## src/rtl/fcap_pkg.sv

```systemverilog
package fcap_pkg;
  // Width of a saturating counter able to hold the value lim plus one.
  function automatic int cnt_width(input int lim);
    return $clog2(lim + 1) + 1;
  endfunction
endpackage

```

## src/rtl/fcap_edge.sv

```systemverilog
module fcap_edge #(
  parameter int N = 2
) (
  input  logic         clk,
  input  logic         rst_n,
  input  logic [N-1:0] sig_i,
  output logic [N-1:0] rise_o,
  output logic [N-1:0] fall_o
);
  logic [N-1:0] prev_q;

  generate
    for (genvar i = 0; i < N; i++) begin : g_bit
      always_ff @(posedge clk or negedge rst_n) begin
        if (!rst_n) prev_q[i] <= 1'b0;
        else        prev_q[i] <= sig_i[i];
      end
      assign rise_o[i] = sig_i[i] & ~prev_q[i];
      assign fall_o[i] = ~sig_i[i] & prev_q[i];
    end
  endgenerate
endmodule

```

## src/rtl/fcap_admit.sv

```systemverilog
module fcap_admit (
  input  logic clk,
  input  logic rst_n,
  input  logic frame_rise_i,
  input  logic ready_i,
  input  logic line_i,
  output logic seen_o,
  output logic fwd_o,
  output logic sof_o,
  output logic admit_o
);
  logic pass_q, first_q, seen_q;

  always_ff @(posedge clk or negedge rst_n) begin
    if (!rst_n) begin
      pass_q  <= 1'b0;
      first_q <= 1'b0;
      seen_q  <= 1'b0;
    end else if (frame_rise_i) begin
      pass_q  <= ready_i;
      first_q <= ready_i;
      seen_q  <= 1'b1;
    end else if (fwd_o) begin
      first_q <= 1'b0;
    end
  end

  assign seen_o  = seen_q;
  assign fwd_o   = line_i & pass_q;
  assign sof_o   = fwd_o & first_q;
  assign admit_o = frame_rise_i & ready_i;

  assert_quiet_after_reset_R1: assert property (@(posedge clk) disable iff (!rst_n)
    !seen_q |-> !pass_q);
  assert_drop_whole_R3: assert property (@(posedge clk) disable iff (!rst_n)
    (frame_rise_i && !ready_i) |=> !pass_q);
  assert_hold_mid_frame_R4: assert property (@(posedge clk) disable iff (!rst_n)
    !frame_rise_i |=> $stable(pass_q));
endmodule

```

## src/rtl/fcap_geom.sv

```systemverilog
module fcap_geom #(
  parameter int COLS = 126,
  parameter int ROWS = 98
) (
  input  logic clk,
  input  logic rst_n,
  input  logic seen_i,
  input  logic line_i,
  input  logic line_fall_i,
  input  logic frame_rise_i,
  output logic err_o
);
  localparam int CW = fcap_pkg::cnt_width(COLS);
  localparam int RW = fcap_pkg::cnt_width(ROWS);
  localparam logic [CW-1:0] COLS_V = CW'(COLS);
  localparam logic [RW-1:0] ROWS_V = RW'(ROWS);

  logic [CW-1:0] col_q;
  logic [RW-1:0] row_q;
  logic          err_q;
  logic          bad_row, bad_frame;

  assign bad_row   = seen_i & line_fall_i & (col_q != COLS_V);
  assign bad_frame = seen_i & frame_rise_i & (row_q != ROWS_V);

  always_ff @(posedge clk or negedge rst_n) begin
    if (!rst_n) begin
      col_q <= '0;
      row_q <= '0;
      err_q <= 1'b0;
    end else begin
      if (bad_row || bad_frame) err_q <= 1'b1;
      if (frame_rise_i) begin
        col_q <= '0;
        row_q <= '0;
      end else begin
        if (line_fall_i) begin
          col_q <= '0;
          if (row_q != '1) row_q <= row_q + 1'b1;
        end else if (line_i && seen_i && col_q != '1) begin
          col_q <= col_q + 1'b1;
        end
      end
    end
  end

  assign err_o = err_q;

  assert_err_sticky_R8: assert property (@(posedge clk) disable iff (!rst_n)
    err_q |=> err_q);
  assert_err_cause_R6: assert property (@(posedge clk) disable iff (!rst_n)
    $rose(err_q) |-> $past(line_fall_i || frame_rise_i));
endmodule

```

## src/rtl/frame_capture_gate.sv

```systemverilog
module frame_capture_gate #(
  parameter int PIX_W = 8,
  parameter int COLS  = 126,
  parameter int ROWS  = 98
) (
  input  logic             clk,
  input  logic             rst_n,
  input  logic [PIX_W-1:0] pix_i,
  input  logic             line_i,
  input  logic             frame_i,
  input  logic             cons_ready_i,
  output logic             pix_valid_o,
  output logic [PIX_W-1:0] pix_o,
  output logic             sof_o,
  output logic             new_frame_o,
  output logic             geom_err_o
);
  localparam int SYNC_LINE  = 0;
  localparam int SYNC_FRAME = 1;

  logic [1:0] rise, fall;
  logic       seen, fwd, sof_c, admit;

  fcap_edge #(.N(2)) u_edge (
    .clk    (clk),
    .rst_n  (rst_n),
    .sig_i  ({frame_i, line_i}),
    .rise_o (rise),
    .fall_o (fall)
  );

  fcap_admit u_admit (
    .clk          (clk),
    .rst_n        (rst_n),
    .frame_rise_i (rise[SYNC_FRAME]),
    .ready_i      (cons_ready_i),
    .line_i       (line_i),
    .seen_o       (seen),
    .fwd_o        (fwd),
    .sof_o        (sof_c),
    .admit_o      (admit)
  );

  fcap_geom #(.COLS(COLS), .ROWS(ROWS)) u_geom (
    .clk          (clk),
    .rst_n        (rst_n),
    .seen_i       (seen),
    .line_i       (line_i),
    .line_fall_i  (fall[SYNC_LINE]),
    .frame_rise_i (rise[SYNC_FRAME]),
    .err_o        (geom_err_o)
  );

  always_ff @(posedge clk or negedge rst_n) begin
    if (!rst_n) begin
      pix_valid_o <= 1'b0;
      sof_o       <= 1'b0;
      new_frame_o <= 1'b0;
      pix_o       <= '0;
    end else begin
      pix_valid_o <= fwd;
      sof_o       <= sof_c;
      new_frame_o <= admit;
      if (fwd) pix_o <= pix_i;
    end
  end

  assert_valid_follows_line_R2: assert property (@(posedge clk) disable iff (!rst_n)
    pix_valid_o |-> $past(line_i));
  assert_sof_with_valid_R5: assert property (@(posedge clk) disable iff (!rst_n)
    sof_o |-> pix_valid_o);
  assert_single_pulse_R9: assert property (@(posedge clk) disable iff (!rst_n)
    new_frame_o |=> !new_frame_o);
endmodule

```

## config.mk

```make
export PLATFORM = sky130hd
export DESIGN_NAME = frame_capture_gate
export DESIGN_NICKNAME = d
export VERILOG_FILES = /design/src/rtl/fcap_pkg.sv /design/src/rtl/fcap_edge.sv /design/src/rtl/fcap_admit.sv /design/src/rtl/fcap_geom.sv /design/src/rtl/frame_capture_gate.sv
export SDC_FILE = /design/constraint.sdc
export NUM_CORES = 1
export LEC_CHECK = 0
export BUFFER_PORTS_ARGS = -buffer_cell sky130_fd_sc_hd__buf_2
export CELL_PAD_IN_SITES_DETAIL_PLACEMENT = 1
export CELL_PAD_IN_SITES_GLOBAL_PLACEMENT = 1
export CORE_ASPECT_RATIO = 2
export CORE_UTILIZATION = 46
export DETAILED_ROUTE_END_ITERATION = 8
export MAX_ROUTING_LAYER = met4
export PLACE_DENSITY = 0.85
export SLEW_MARGIN = 40
export SYNTH_ARGS = -nofsm -noshare
export SYNTH_HDL_FRONTEND = slang
export SYNTH_SLANG_ARGS = --single-unit
```

## constraint.sdc

```tcl
create_clock -name clk -period 4.9 [get_ports clk]
set_input_delay 0.735 -clock clk [delete_from_list [all_inputs] [get_ports clk]]
set_output_delay 0.735 -clock clk [all_outputs]
set_load 0.02 [all_outputs]
```

==> results.cfg <==
[worst_setup_path]
end_kind = flip-flop
critPathBufInv = 1
worstPathCellList = buf_2 > nor2b_1 > nor2_1 > a41o_1
cp_slowest_cell = nor2b_1
start_kind = input port
critical_path_class = input port to flip-flop
cp.arrival_ns = 1.90
crit_fanout = 11
cpPeakStageDelay_ns = 0.65
critPathTopFamily = simple AND/OR/NAND/NOR gates
cp.required_ns = 5.07

[clock_network]
worstSkewPairLatency_ns = 0.28
cts.reportedPaths.clkPinSlew_ns = 0.07
cts_tree = yes
numCtsBuffers = 5
cts-htree-levels = 2
cts-root-buf = clkbuf_8
cts_setup_buffers = 0
clock-sinks = 33
ctsHoldBuffers = 0
cts.path.max_buffers = 2
postCtsResizedCells = 0

[synth]
synth_nets = 160
syn_area_per_cell_um2 = 10.8
synth_seq_cells = 33
synthTopCellsByArea = dfrtp_1 (54%), mux2_2 (5.9%), nand2_1 (3.7%)
yosysSeqAreaShare_pct = 53.7
yosys_warnings = 0
synth_cell_types = 36
synth_ff_type = dfrtp_1
synth_top_cell_area_share_pct = 53.7
synth-async-reset-ratio_pct = 100
synth.cells.most_frequent = dfrtp_1 (33), nand2_1 (15), nor2_1 (13)
syn_inst = 143
syn-cell-area_um2 = 1540
synth_edf_count = 0
synth_top_area_cell = dfrtp_1
yosysMostFrequentCell = dfrtp_1

[timing]
max_slew.worst_pin.slew_ns = 0.815
fin_crit_ns = 1.73
hold_violations = 0
finalSetupTns_ns = 0
finalMaxSlewViolations = 0
fin_crit_sh_pct = 35.4
rsz0062_at_grt = no
skew_ns = 0.00467
maxClockFrequency_ghz = 0.577
setup_violations = 0
slew_headroom_pct = 45.6

[global_routing]
grt_usage_pct = 24.0
grt_max_degree = 34
grt_pass1_vias = 1348
antenna_found_initial = 0
grt_overflow_total = 0
grt_pass1_wl_um = 6260

[place]
place.gp.congestion = 0.913
dp_cells = 197
place_area_um2 = 1690
hpwl_um = 2690
port_buffers = 24

[layout]
fill_cells = 360
fin_cells = 205
area.growth.synth_to_final_pct = 17.8
n_antenna_cell = 0
seq_area_um2 = 826
multi_input_area_um2 = 683
drive_gt1_share_pct = 25.3
fin_area_um2 = 1810
finalNetCount = 190

[routing]
met2_length_um = 2130
ant_nets = 0
top_layer = met4
drc_errors = 0
routed_via_density = 5.91
drt-met1-wl_um = 1310
vias = 1212
drtIter0Drc = 27
totalWireLength_um = 3620
first_pass_iters = 5
wl_per_cell_um = 17.7
wl_met3_um = 76

[power]
p_leak_nw = 0.850
vdd_drop_max_uv = 262
power_density_nw_per_um2 = 383

[flow_run]
drv_cap = 0

[die]
die_w_um = 42.9
num_rows = 29
start_util_pct = 48.2
num_io_pins = 25
die-area_um2 = 3600
die_h_um = 83.8
core_area_um2 = 3190

[status]
status = finished clean

[worst_hold_path]
hp-class = input port to async pin
report_power, final:
group          internal [W]  total, W  switching (W)
Clock              0.000166  0.000262      0.0000962
Combinational     0.0000446  0.000112      0.0000672
Sequential         0.000301  0.000320      0.0000187
stage by stage:
stage          hold slack (ns)  util (%)  total power [W]  worst slack (ns)
3_3_place_gp             0.473      53.1         0.000429              2.95
6_report                 0.381      56.8         0.000694              3.17
2_1_floorplan            0.439         -         0.000392              3.31
4_1_cts                  0.490      56.7         0.000702              3.19
3_5_place_dp             0.476      53.1         0.000439              2.85
5_1_grt                  0.414      56.8         0.000725              3.06
cell usage in the layout, fill, tap and decap left out, types with 2 or more instances in the layout:
cell / instances
a21oi_1: 4
a211oi_1: 2
mux2_2: 8
xnor2_1: 4
o21ai_0: 2
inv_1: 7
nor2_1: 13
nand2_1: 15
buf_2: 23
nor2b_1: 2
or2_2: 2
mux2i_1: 3
nand2b_1: 5
nand3_1: 7
nor3_1: 3
a31oi_1: 2
dfrtp_1: 33
clkbuf_8: 6
ha_1: 4
and3_1: 4
a41o_1: 2
nand4_1: 4
and2_1: 2
state kept, by name, summed over array words and instances (netlist names):
| name | cells |
|---|---|
| u_geom.col_q | 8 |
| pix_o | 8 |
| u_edge.prev_q | 2 |
| u_admit.first_q | 1 |
| u_admit.pass_q | 1 |
| u_geom.err_o | 1 |
| u_geom.row_q | 8 |
| sof_o | 1 |
| pix_valid_o | 1 |
| new_frame_o | 1 |
| u_admit.seen_o | 1 |
cell type report:
cell class / count / share of cell area, %
repair buffers: 24 / 6.76
multi-input cells: 102 / 37.7
flip-flops and latches: 33 / 45.5
inverters: 7 / 1.45
clock buffers: 7 / 4.76
clock inverters: 1 / 1.66
well taps: 31 / 2.14
per-layer routing:
| layer | vias up | track usage [%] |
|---|---|---|
| li1 | 565 | - |
| met1 | 611 | 25.0 |
| met2 | 24 | 41.5 |
| met3 | 12 | 3.90 |
| met4 | 0 | 12.8 |
| met5 | - | - |
worst paths after layout:
kind                       depth (start not counted)             from  slack (ns)               to
max                                                4          frame_i        3.17  u_geom.col_q[2]
min                                                1            rst_n        0.38  u_geom.col_q[1]
max reg2reg                                        5  u_geom.col_q[0]        3.22  u_geom.col_q[7]
min reg2reg                                        2     u_geom.err_o        0.50     u_geom.err_o
max in group asynchronous                          1            rst_n        4.22         pix_o[5]
min in group clk                                   2     u_geom.err_o        0.50     u_geom.err_o
cells by family after synthesis:
family | Yosys count | synth area share, %
compound gates | 20 | 9.92
xor+xnor | 5 | 2.85
fa+ha+maj | 4 | 3.25
buf+inv | 8 | 1.95
flops | 33 | 53.7
mux | 11 | 7.81
simple gates | 62 | 20.6
(Power assumes the default switching activity.)
